### src/rtl/jhw_pkg.sv
package jhw_pkg;
  localparam logic [7:0] MK_PFX  = 8'hFF;
  localparam logic [7:0] MK_SOI  = 8'hD8;
  localparam logic [7:0] MK_EOI  = 8'hD9;
  localparam logic [7:0] MK_DQT  = 8'hDB;
  localparam logic [7:0] MK_DHT  = 8'hC4;
  localparam logic [7:0] MK_SOF0 = 8'hC0;
  localparam logic [7:0] MK_SOS  = 8'hDA;
  localparam logic [7:0] SAMP_Y  = 8'h22;
  localparam logic [7:0] SAMP_C  = 8'h11;

  typedef enum logic [4:0] {
    P_IDLE, P_SOI0, P_SOI1, P_MFF, P_MCODE, P_LENH, P_LENL,
    P_SKIP, P_QHDR, P_QVAL, P_HHDR, P_HCNT, P_HSYM,
    P_FRM, P_SCAN, P_ECS, P_ECSFF
  } pstate_t;

  typedef enum logic [2:0] {K_APP, K_DQT, K_DHT, K_SOF, K_SOS} seg_t;
endpackage

### src/rtl/jhw_unpack.sv
module jhw_unpack #(
  parameter int DW = 32,
  parameter int BW = 8
) (
  input  logic          clk,
  input  logic          rst_n,
  input  logic          active_i,
  input  logic          stop_i,
  input  logic [DW-1:0] word_i,
  input  logic          vld_i,
  output logic          rd_o,
  output logic          byte_vld_o,
  output logic [BW-1:0] byte_o
);
  localparam int LANES = DW / BW;
  localparam int IW = (LANES > 1) ? $clog2(LANES) : 1;
  localparam logic [IW-1:0] LAST = IW'(LANES - 1);

  logic          full_q, full_n;
  logic [DW-1:0] word_q, word_n;
  logic [IW-1:0] idx_q, idx_n;
  logic          take;

  assign take = active_i & vld_i & ~stop_i & (~full_q | (idx_q == LAST));
  assign rd_o = take;
  assign byte_vld_o = full_q & active_i;
  assign byte_o = BW'(word_q >> (BW * int'(idx_q)));

  always_comb begin
    full_n = full_q;
    word_n = word_q;
    idx_n  = idx_q;
    if (stop_i || !active_i) begin
      full_n = 1'b0;
    end else if (take) begin
      word_n = word_i;
      idx_n  = '0;
      full_n = 1'b1;
    end else if (full_q) begin
      idx_n = idx_q + 1'b1;
      if (idx_q == LAST) full_n = 1'b0;
    end
  end

  always_ff @(posedge clk or negedge rst_n) begin
    if (!rst_n) begin
      full_q <= 1'b0;
      word_q <= '0;
      idx_q  <= '0;
    end else begin
      full_q <= full_n;
      word_q <= word_n;
      idx_q  <= idx_n;
    end
  end
endmodule

### src/rtl/jhw_parse.sv
module jhw_parse
  import jhw_pkg::*;
#(
  parameter int BW  = 8,
  parameter int LW  = 16,
  parameter int XW  = 9,
  parameter int SW  = 12,
  parameter int QN  = 64,
  parameter int HC  = 16
) (
  input  logic          clk,
  input  logic          rst_n,
  input  logic          start_i,
  input  logic          bvld_i,
  input  logic [BW-1:0] byte_i,
  output logic          idle_o,
  output logic          end_o,
  output logic          done_o,
  output logic          err_o,
  output logic          qt_we_o,
  output logic [1:0]    qt_id_o,
  output logic          ht_we_o,
  output logic          ht_cls_o,
  output logic [1:0]    ht_id_o,
  output logic [XW-1:0] idx_o,
  output logic [BW-1:0] val_o,
  output logic          ecs_vld_o,
  output logic [LW-1:0] w_o,
  output logic [LW-1:0] h_o
);
  localparam logic [XW-1:0] Q_END = XW'(QN - 1);
  localparam logic [XW-1:0] H_END = XW'(HC - 1);

  pstate_t       st, st_n;
  seg_t          kind, kind_n;
  logic [LW-1:0] rem, rem_n, w_q, w_n, h_q, h_n, seglen;
  logic [BW-1:0] lenh, lenh_n, val_n;
  logic [XW-1:0] cnt, cnt_n, idx_n;
  logic [SW-1:0] sum, sum_n;
  logic [1:0]    qid, qid_n, hid, hid_n;
  logic          hcls, hcls_n, errf, errf_n;
  logic          qwe_n, hwe_n, ewe_n, done_n, fail, finish, last;

  assign seglen = {lenh, byte_i};
  assign last   = (rem == LW'(1));

  always_comb begin
    st_n = st;     kind_n = kind;  rem_n = rem;   lenh_n = lenh;
    cnt_n = cnt;   sum_n = sum;    qid_n = qid;   hid_n = hid;
    hcls_n = hcls; w_n = w_q;      h_n = h_q;     errf_n = errf;
    qwe_n = 1'b0;  hwe_n = 1'b0;   ewe_n = 1'b0;  done_n = 1'b0;
    idx_n = cnt;   val_n = byte_i; fail = 1'b0;   finish = 1'b0;
    if (st == P_IDLE) begin
      if (start_i) begin
        st_n = P_SOI0; errf_n = 1'b0; w_n = '0; h_n = '0;
      end
    end else if (bvld_i) begin
      case (st)
        P_SOI0: if (byte_i == MK_PFX) st_n = P_SOI1; else fail = 1'b1;
        P_SOI1: if (byte_i == MK_SOI) st_n = P_MFF; else fail = 1'b1;
        P_MFF:  if (byte_i == MK_PFX) st_n = P_MCODE; else fail = 1'b1;
        P_MCODE: begin
          st_n = P_LENH;
          if (byte_i == MK_PFX)           st_n = P_MCODE;
          else if (byte_i == MK_EOI)      finish = 1'b1;
          else if (byte_i == MK_DQT)      kind_n = K_DQT;
          else if (byte_i == MK_DHT)      kind_n = K_DHT;
          else if (byte_i == MK_SOF0)     kind_n = K_SOF;
          else if (byte_i == MK_SOS)      kind_n = K_SOS;
          else if (byte_i[7:4] == 4'hE)   kind_n = K_APP;
          else                            fail = 1'b1;
        end
        P_LENH: begin lenh_n = byte_i; st_n = P_LENL; end
        P_LENL: begin
          rem_n = seglen - LW'(2);
          cnt_n = '0;
          if (seglen < LW'(2)) fail = 1'b1;
          else if (seglen == LW'(2)) begin
            if (kind == K_SOF) fail = 1'b1;
            st_n = (kind == K_SOS) ? P_ECS : P_MFF;
          end else begin
            case (kind)
              K_DQT:   st_n = P_QHDR;
              K_DHT:   st_n = P_HHDR;
              K_SOF:   st_n = P_FRM;
              K_SOS:   st_n = P_SCAN;
              default: st_n = P_SKIP;
            endcase
          end
        end
        P_SKIP: begin rem_n = rem - 1'b1; if (last) st_n = P_MFF; end
        P_QHDR: begin
          rem_n = rem - 1'b1; qid_n = byte_i[1:0]; cnt_n = '0;
          if (byte_i[7:4] != 4'h0) fail = 1'b1;
          st_n = last ? P_MFF : P_QVAL;
        end
        P_QVAL: begin
          rem_n = rem - 1'b1; qwe_n = 1'b1; cnt_n = cnt + 1'b1;
          if (last) st_n = P_MFF;
          else if (cnt == Q_END) st_n = P_QHDR;
        end
        P_HHDR: begin
          rem_n = rem - 1'b1; hcls_n = byte_i[4]; hid_n = byte_i[1:0];
          cnt_n = '0; sum_n = '0;
          st_n = last ? P_MFF : P_HCNT;
        end
        P_HCNT: begin
          rem_n = rem - 1'b1; hwe_n = 1'b1; cnt_n = cnt + 1'b1;
          sum_n = sum + SW'(byte_i);
          if (last) st_n = P_MFF;
          else if (cnt == H_END) st_n = (sum_n == '0) ? P_HHDR : P_HSYM;
        end
        P_HSYM: begin
          rem_n = rem - 1'b1; hwe_n = 1'b1; cnt_n = cnt + 1'b1;
          sum_n = sum - 1'b1;
          if (last) st_n = P_MFF;
          else if (sum == SW'(1)) st_n = P_HHDR;
        end
        P_FRM: begin
          rem_n = rem - 1'b1; cnt_n = cnt + 1'b1;
          case (cnt)
            XW'(1):  h_n[15:8] = byte_i;
            XW'(2):  h_n[7:0]  = byte_i;
            XW'(3):  w_n[15:8] = byte_i;
            XW'(4):  w_n[7:0]  = byte_i;
            XW'(5):  if (byte_i != 8'd3) fail = 1'b1;
            XW'(7):  if (byte_i != SAMP_Y) fail = 1'b1;
            XW'(10): if (byte_i != SAMP_C) fail = 1'b1;
            XW'(13): if (byte_i != SAMP_C) fail = 1'b1;
            default: ;
          endcase
          if (cnt > XW'(14)) fail = 1'b1;
          if (last) begin
            if (cnt != XW'(14)) fail = 1'b1;
            st_n = P_MFF;
          end
        end
        P_SCAN: begin rem_n = rem - 1'b1; if (last) st_n = P_ECS; end
        P_ECS: begin
          if (byte_i == MK_PFX) st_n = P_ECSFF;
          else ewe_n = 1'b1;
        end
        P_ECSFF: begin
          if (byte_i == 8'h00) begin
            ewe_n = 1'b1; val_n = MK_PFX; st_n = P_ECS;
          end else if (byte_i == MK_EOI) finish = 1'b1;
          else if (byte_i != MK_PFX) fail = 1'b1;
        end
        default: fail = 1'b1;
      endcase
    end
    if (fail) begin
      st_n = P_IDLE; errf_n = 1'b1;
      qwe_n = 1'b0; hwe_n = 1'b0; ewe_n = 1'b0;
    end else if (finish) begin
      st_n = P_IDLE; done_n = 1'b1;
    end
  end

  assign end_o = fail | finish;

  always_ff @(posedge clk or negedge rst_n) begin
    if (!rst_n) begin
      st <= P_IDLE;  kind <= K_APP; rem <= '0;  lenh <= '0;
      cnt <= '0;     sum <= '0;     qid <= '0;  hid <= '0;
      hcls <= 1'b0;  w_q <= '0;     h_q <= '0;  errf <= 1'b0;
      qt_we_o <= 1'b0; ht_we_o <= 1'b0; ecs_vld_o <= 1'b0; done_o <= 1'b0;
      idx_o <= '0;   val_o <= '0;
    end else begin
      st <= st_n;    kind <= kind_n; rem <= rem_n; lenh <= lenh_n;
      cnt <= cnt_n;  sum <= sum_n;   qid <= qid_n; hid <= hid_n;
      hcls <= hcls_n; w_q <= w_n;    h_q <= h_n;   errf <= errf_n;
      qt_we_o <= qwe_n; ht_we_o <= hwe_n; ecs_vld_o <= ewe_n; done_o <= done_n;
      if (qwe_n || hwe_n || ewe_n) begin
        idx_o <= idx_n;
        val_o <= val_n;
      end
    end
  end

  assign idle_o   = (st == P_IDLE);
  assign err_o    = errf;
  assign qt_id_o  = qid;
  assign ht_cls_o = hcls;
  assign ht_id_o  = hid;
  assign w_o      = w_q;
  assign h_o      = h_q;
endmodule

### src/rtl/jpg_hdr_walker.sv
module jpg_hdr_walker #(
  parameter int DW = 32,
  parameter int BW = 8,
  parameter int LW = 16,
  parameter int XW = 9
) (
  input  logic          clk,
  input  logic          rst_n,
  input  logic          start_i,
  output logic          idle_o,
  output logic          done_o,
  output logic          err_o,
  input  logic [DW-1:0] in_word_i,
  input  logic          in_vld_i,
  output logic          in_rd_o,
  output logic          qt_we_o,
  output logic [1:0]    qt_id_o,
  output logic [5:0]    qt_idx_o,
  output logic [BW-1:0] qt_val_o,
  output logic          ht_we_o,
  output logic          ht_class_o,
  output logic [1:0]    ht_id_o,
  output logic [XW-1:0] ht_idx_o,
  output logic [BW-1:0] ht_val_o,
  output logic [LW-1:0] img_w_o,
  output logic [LW-1:0] img_h_o,
  output logic          ecs_vld_o,
  output logic [BW-1:0] ecs_byte_o
);
  logic          rs_a, rs_b;
  logic          bvld, stop;
  logic [BW-1:0] bval, oval;
  logic [XW-1:0] oidx;

  always_ff @(posedge clk or negedge rst_n) begin
    if (!rst_n) begin
      rs_a <= 1'b0;
      rs_b <= 1'b0;
    end else begin
      rs_a <= 1'b1;
      rs_b <= rs_a;
    end
  end

  jhw_unpack #(.DW(DW), .BW(BW)) u_unpack (
    .clk(clk), .rst_n(rs_b), .active_i(~idle_o), .stop_i(stop),
    .word_i(in_word_i), .vld_i(in_vld_i), .rd_o(in_rd_o),
    .byte_vld_o(bvld), .byte_o(bval)
  );

  jhw_parse #(.BW(BW), .LW(LW), .XW(XW)) u_parse (
    .clk(clk), .rst_n(rs_b), .start_i(start_i), .bvld_i(bvld), .byte_i(bval),
    .idle_o(idle_o), .end_o(stop), .done_o(done_o), .err_o(err_o),
    .qt_we_o(qt_we_o), .qt_id_o(qt_id_o), .ht_we_o(ht_we_o),
    .ht_cls_o(ht_class_o), .ht_id_o(ht_id_o), .idx_o(oidx), .val_o(oval),
    .ecs_vld_o(ecs_vld_o), .w_o(img_w_o), .h_o(img_h_o)
  );

  assign qt_idx_o   = oidx[5:0];
  assign ht_idx_o   = oidx;
  assign qt_val_o   = oval;
  assign ht_val_o   = oval;
  assign ecs_byte_o = oval;
endmodule

### config.mk
export PLATFORM = sky130hd
export DESIGN_NAME = jpg_hdr_walker
export DESIGN_NICKNAME = d
export VERILOG_FILES = /design/src/rtl/jhw_pkg.sv /design/src/rtl/jhw_unpack.sv /design/src/rtl/jhw_parse.sv /design/src/rtl/jpg_hdr_walker.sv
export SDC_FILE = /design/constraint.sdc
export NUM_CORES = 1
export LEC_CHECK = 0
export ABC_CLOCK_PERIOD_IN_PS = 4300
export BUFFER_PORTS_ARGS = -buffer_cell sky130_fd_sc_hd__buf_2
export CORE_MARGIN = 3
export CORE_UTILIZATION = 53
export DETAILED_ROUTE_END_ITERATION = 10
export GPL_TIMING_DRIVEN = 0
export PLACE_DENSITY = 0.85
export SYNTH_ARGS = -nofsm -noshare
export SYNTH_HDL_FRONTEND = slang
export SYNTH_SLANG_ARGS = --single-unit
### constraint.sdc
create_clock -name clk -period 4.3 [get_ports clk]
set_input_delay 1.29 -clock clk [delete_from_list [all_inputs] [get_ports clk]]
set_output_delay 1.29 -clock clk [all_outputs]
set_load 0.02 [all_outputs]
# After elaboration in Yosys (flattened, before gate mapping)
# Cells that the tools add are included.
[classes] add_sub_neg=6 magnitude_cmp=2 n_eq_ne=60 shift=1 n_mux=106 n_bitwise=12 n_reduce_logical=45
[ops] operator="$mux 16" n=7
[ops] operator="$mux 5" n=20
[ops] operator="$pmux 5 s15" n=1
[ops] operator="$mux 8" n=8
[ops] operator="$eq 8x8->1 const B" n=7
[ops] operator="$mux 1" n=51
[ops] operator="$eq 5x4->1 const B" n=8
[ops] operator="$pmux 12 s3" n=1
[ops] operator="$pmux 16 s2" n=1
[ops] operator="$shr 32x5->8" n=1
[ops] operator="$ne 5x2->1 const B" n=6
[ops] operator="$eq 9x3->1 const B" n=3
[ops] operator="$eq 9x4->1 const B" n=3
[ops] operator="$reduce_bool 2->1" n=11
[ops] operator="$eq 5x3->1 const B" n=4
[ops] operator="$eq 9x2->1 const B" n=2
[ops] operator="$mux 3" n=6
[ops] operator="$ne 6x2->1 const B" n=3
[ops] operator="$pmux 9 s2" n=1
[ops] operator="$reduce_and 3->1" n=6
[ops] operator="$reduce_bool 18->1" n=1
[ops] operator="$eq 16x1->1 const B" n=1
[ops] operator="$eq 16x2->1 const B" n=1
[ops] operator="$lt 16x2->1 const B" n=1
[ops] operator="other kinds (51)" n=78
[totals] reg_bits=149 output_inout_bits=83 elab_cells=257

# Depth between registers and ports, before layout
[logic_depth] word_depth=18 depth_mapped=13 depth_no_buf=11

# Cells and area by module
# From an unflattened synthesis, not the netlist that was laid out.
[hier_totals] hier_cells=879 hier_area_um2=8710.9
[modules_own_cells] mod="jhw_parse" instances=1 cells_each=758 area_per_inst_um2=6781.5
[modules_own_cells] mod="jhw_unpack" instances=1 cells_each=95 area_per_inst_um2=1706.6
[modules_own_cells] mod="jpg_hdr_walker" instances=1 cells_each=26 area_per_inst_um2=222.7

# Worst setup path before layout
# No wires, ideal clock.
[synth_timing] path_kind="register to output" startpoint="register u_unpack.idx_q[0]" endpoint="output port in_rd_o" t_arrival_ns=2.676 slack_ns=0.334 stages_incl_launch_ff=11 path_buffers=3 cell_sequence="dfrtp_1 > buf_6 > mux4_2 > buf_4 > nand4b_1 > a21o_1 > a211o_2 > a2bb2oi_2 > o2111ai_4 > nor2_8 > buf_12"
[synth_via] elab_chain_cells=16
[synth_lines] item="start, declared" line="jhw_unpack.sv:21" source="logic [IW-1:0] idx_q, idx_n;"
[synth_lines] item="start signal, assigned" line="jhw_unpack.sv:53" source="idx_q <= idx_n;"
[synth_lines] item="$shr 32x5->8 (*)" line="jhw_unpack.sv:27" source="assign byte_o = BW'(word_q >> (BW * int'(idx_q)));"
[synth_lines] item="via bval[5]" line="jpg_hdr_walker.sv:32" source="logic [BW-1:0] bval, oval;"
[synth_lines] item="$eq 4x4->1" line="jhw_parse.sv:70" source="else if (byte_i[7:4] == 4'hE) kind_n = K_APP;"
[synth_lines] item="$mux 1" line="jhw_parse.sv:70"
[synth_lines] item="$mux 1" line="jhw_parse.sv:69" source="else if (byte_i == MK_SOS) kind_n = K_SOS;"
[synth_lines] item="$mux 1" line="jhw_parse.sv:68" source="else if (byte_i == MK_SOF0) kind_n = K_SOF;"
[synth_lines] item="$mux 1" line="jhw_parse.sv:67" source="else if (byte_i == MK_DHT) kind_n = K_DHT;"
[synth_lines] item="$mux 1" line="jhw_parse.sv:66" source="else if (byte_i == MK_DQT) kind_n = K_DQT;"
[synth_lines] item="$mux 1" line="jhw_parse.sv:65" source="else if (byte_i == MK_EOI) finish = 1'b1;"
[synth_lines] item="$mux 1" line="jhw_parse.sv:64" source="if (byte_i == MK_PFX) st_n = P_MCODE;"
[synth_lines] item="$pmux 1 s8" line="jhw_parse.sv:58" source="case (st)"
[synth_lines] item="$mux 1" line="jhw_parse.sv:57" source="end else if (bvld_i) begin"
[synth_lines] item="$mux 1" line="jhw_parse.sv:53" source="if (st == P_IDLE) begin"
[synth_lines] item="$or 1x1->1 (*)" line="jhw_parse.sv:160" source="assign end_o = fail | finish;"
[synth_lines] item="$not 1->1 (*)" line="jhw_unpack.sv:24" source="assign take = active_i & vld_i & ~stop_i & (~full_q | (idx_q == LAST));"
[synth_lines] item="$and 1x1->1 (*) (2 in a row)" line="jhw_unpack.sv:24"
[synth_lines] item="end, declared" line="jpg_hdr_walker.sv:15" source="output logic in_rd_o,"
# The timed path passes the listed nets; every way through them passes the cells marked *.

# Worst setup path after layout
[layout_timing] startpoint="register u_unpack.idx_q[0]" endpoint="output port in_rd_o"
[layout_rtl] item="$shr 32x5->8 (*)" line="jhw_unpack.sv:27"
[layout_rtl] item="via bval[3]" line="jpg_hdr_walker.sv:32"
[layout_rtl] item="$eq 8x8->1" line="jhw_parse.sv:69"
[layout_rtl] item="$mux 1" line="jhw_parse.sv:69"
[layout_rtl] item="$mux 1" line="jhw_parse.sv:68"
[layout_rtl] item="$mux 1" line="jhw_parse.sv:67"
[layout_rtl] item="$mux 1" line="jhw_parse.sv:66"
[layout_rtl] item="$mux 1" line="jhw_parse.sv:65"
[layout_rtl] item="$mux 1" line="jhw_parse.sv:64"
[layout_rtl] item="$pmux 1 s8" line="jhw_parse.sv:58"
[layout_rtl] item="$mux 1" line="jhw_parse.sv:57"
[layout_rtl] item="$mux 1" line="jhw_parse.sv:53"
[layout_rtl] item="$or 1x1->1 (*)" line="jhw_parse.sv:160"
[layout_rtl] item="$not 1->1 (*)" line="jhw_unpack.sv:24"
[layout_rtl] item="$and 1x1->1 (*) (2 in a row)" line="jhw_unpack.sv:24"
# Marked as above.

==> metrics.csv <==
metric,value,unit
area share of the largest cell type after synthesis,42.2,%
row count,46,
initial antenna violation count,0,
worst skew pair latency,0.44,ns
"Core Util, Final",66.6,%
Hold Buf Count CTS,0,
post-place setup slack,-0.340,ns
startpoint types,flop,
vias in the first global route,7637,
area of the die,18300,um^2
cell count of the worst reg-to-reg path,13,
Yosys cell types,87,
highest clock rate,222,MHz
Syn Nets,980,
Async SR Flop Fraction,100,%
CP Capture Type,primary output,
gr usage total,27.1,%
root buffer cell,clkbuf_16,
worst hold-check path type,reg -> async,
reg2reg setup slack,0.16,ns
fraction of layout cells with a size suffix above 1,28.1,%
Crit Path Category,reg -> out,
most frequent cells after synthesis,"dfrtp_1, o21ai_0, nand2_1, nor2_1, a21oi_1",
initial DRC count,703,
clock buffer depth,2,
part of the power in the clock network,21.7,%
final hold viol count,0,
Final Hold Slack,0.299,ns
worst-margin pin slew,0.843,ns
CP max FO,10,
Power Density,688,nW/um^2
FF-to-FF Start,u_unpack.idx_q[0],
run status,finished with violations,
final antenna-violating net count,0,
mapped cell area,8830,um^2
average wire per cell in the routed design,19.0,um
crit path time final,4.50,ns
pin count of the biggest net entering global routing,61,
Crit. Startpoint,u_unpack.idx_q[0],
most common cell in the netlist,dfrtp_1,
"Avg Cell Area, Syn",9.55,um^2
Critical Path RT,3.01,ns
"Top FF cell, synth",dfrtp_1,
number of flops mapped to enable cells by yosys,0,
Port Buf Inserts,118,
Worst Setup EP,in_rd_o,
H-Tree Depth,4,
Sw Ratio,42.2,%
"FF+latch count, synth",149,
number of nets in the layout,1146,
Worst slew margin,43.8,%
RSZ-0062 raised after global routing,yes,
Max IR drop VDD,0.000497,V
Routed WL,25100,um
routability cong.,0.954,
Synth Warn #,0,
number of remaining DRC errors,0,
sw power,3120,uW
Vert. Die Dim,135,um
effective utilization at floorplan,54.8,%
Max-cap violations,0,
CTS buffer count,17,
Comb power frac,50.1,%
Area Growth Syn to Fin,21.4,%
clk_skew,0.00999,ns
DIE WIDTH,135,um
Leak,0.00495,uW
routed vias,7999,
Post-Syn Instances,925,
internal power,4260,uW
# IOs,119,
# setup viols final,1,
Ant. Diodes,0,
global-route wire length before repair,39300,um
total congestion overflow,0,
Via density,6.06,
Critical R2R Capture,u_parse.st[2],
CTS Sinks,149,
Synth area leader,dfrtp_1,
"Seq/Total Area, Yosys",42.2,%
Seq pwr share,28.2,%
core area,16100,um^2
post-DP HPWL,17400,um
DR pass1 iterations,8,
Synth area leaders,"dfrtp_1, o21ai_0, mux2_4",
CTS tree,yes,
failing checks,negative setup slack,
fin crit share,105,%
PnR worst setup slack,-0.203,ns
Clock transition at path regs,0.07,ns
arrival time at the worst endpoint,3.21,ns
Slew Limit Fails,0,
==> cell usage in the layout (no fill, tap or decap), drive strengths merged, types with 4 or more instances in the layout <==
cell type	count
a21oi	48
a22o	4
a31oi	13
a32oi	4
and3	9
buf	186
clkbuf	55
clkinv	4
dfrtp	149
ha	18
inv	42
mux2	46
mux4	8
nand2	98
nand2b	7
nand3	30
nand4	10
nor2	72
nor2b	5
nor3	30
nor3b	6
nor4	11
o211ai	11
o21ai	116
o22ai	4
o31ai	10
or2	7
or3	8
xnor2	16
xor2	8
==> sequential cells by signal, indices dropped and copies added, names as in the netlist, 2 cells and up <==
name	cells
u_parse.ht_id_o	2
u_unpack.word_q	32
u_parse.idx_o	9
u_unpack.idx_q	2
u_parse.st	5
u_parse.sum	12
u_parse.kind	3
u_parse.cnt	9
u_parse.w_o	16
u_parse.h_o	16
u_parse.val_o	8
u_parse.qt_id_o	2
u_parse.lenh	8
u_parse.rem	16
==> per-stage QoR <==
stage                     setup TNS (ns)  instances  area, um^2  total power, uW
after floorplan                        0        925        8830             4370
after global placement            -0.496       1259        9700             5200
after detailed placement          -0.578       1261        9750             5300
after CTS                         -0.551       1303       10500             7050
after global routing              -0.367       1320       10700             7730
final                             -0.203       1320       10700             7380
==> layer usage <==
metal,GRT usage [%],wire (um)
met1,36.0,10500
met2,43.9,11900
met3,6.59,2100
met4,9.24,678
met5,0,0
==> area by class of cell <==
class / instances / area, um^2
fill: 1254 / 5390
timing repair buffer: 148 / 870
sequential: 149 / 3730
inverter: 37 / 143
tap: 216 / 270
clock buffer: 18 / 439
clock inverter: 14 / 189
multi-input combinational: 662 / 4540
buffer: 76 / 538
==> kinds of logic (layout without fill, tap and decap cells) <==
kind of cell               count (synthesis)  count (layout)  synth area share (%)
AOI/OAI and AO/OA                        251             251                  17.9
xor gates and xnor gates                  24              24                  2.38
adders and majority gates                 20              20                  2.89
buffers and inverters                    114             293                  7.62
DFF                                      149             149                  42.2
muxes                                     56              56                  9.53
other                                      1               1                0.0425
and+or+nand+nor                          310             310                  17.4
==> worst min-delay path by stage <==
stage,startpoint,endpoint,slack [ns],depth (start not counted)
finish,rs_b,u_unpack.word_q[18],0.30,0
global route,rs_b,u_unpack.word_q[18],0.35,0
CTS,rs_b,u_unpack.word_q[10],0.32,0
detailed placement,rs_b,u_unpack.word_q[10],0.32,0
global placement,rs_a,rs_b,0.33,0
floorplan,rs_a,rs_b,0.33,0
==> power by group through the flow <==
stage | logic [uW] | registers (uW) | clock network, uW
CTS | 3370 | 2070 | 1610
detailed placement | 3220 | 2080 | 0
global route | 3950 | 2120 | 1660
global placement | 3120 | 2080 | 0
finish | 3700 | 2080 | 1600
floorplan | 2210 | 2160 | 0
==> critical path, stage by stage (launching register included) <==
cell and delay [ns]:
dfrtp_2 0.43, buf_8 0.16, mux4_1 0.56, clkbuf_8 0.21, nand4_1 0.14, buf_4 0.19, o21ai_1 0.13, a2111oi_4 0.46
nor2_2 0.11, o2111ai_4 0.15, nor2_8 0.06, buf_6 0.15
==> timing repair <==
| item | CTS | global route |
|---|---|---|
| setup endpoints to repair | 2 | 3 |
| gates resized for setup | 15 | 22 |
| pin swaps | 8 | 14 |
| setup buffers | 10 | 18 |
No activity file was read; power rests on OpenSTA's default activity.
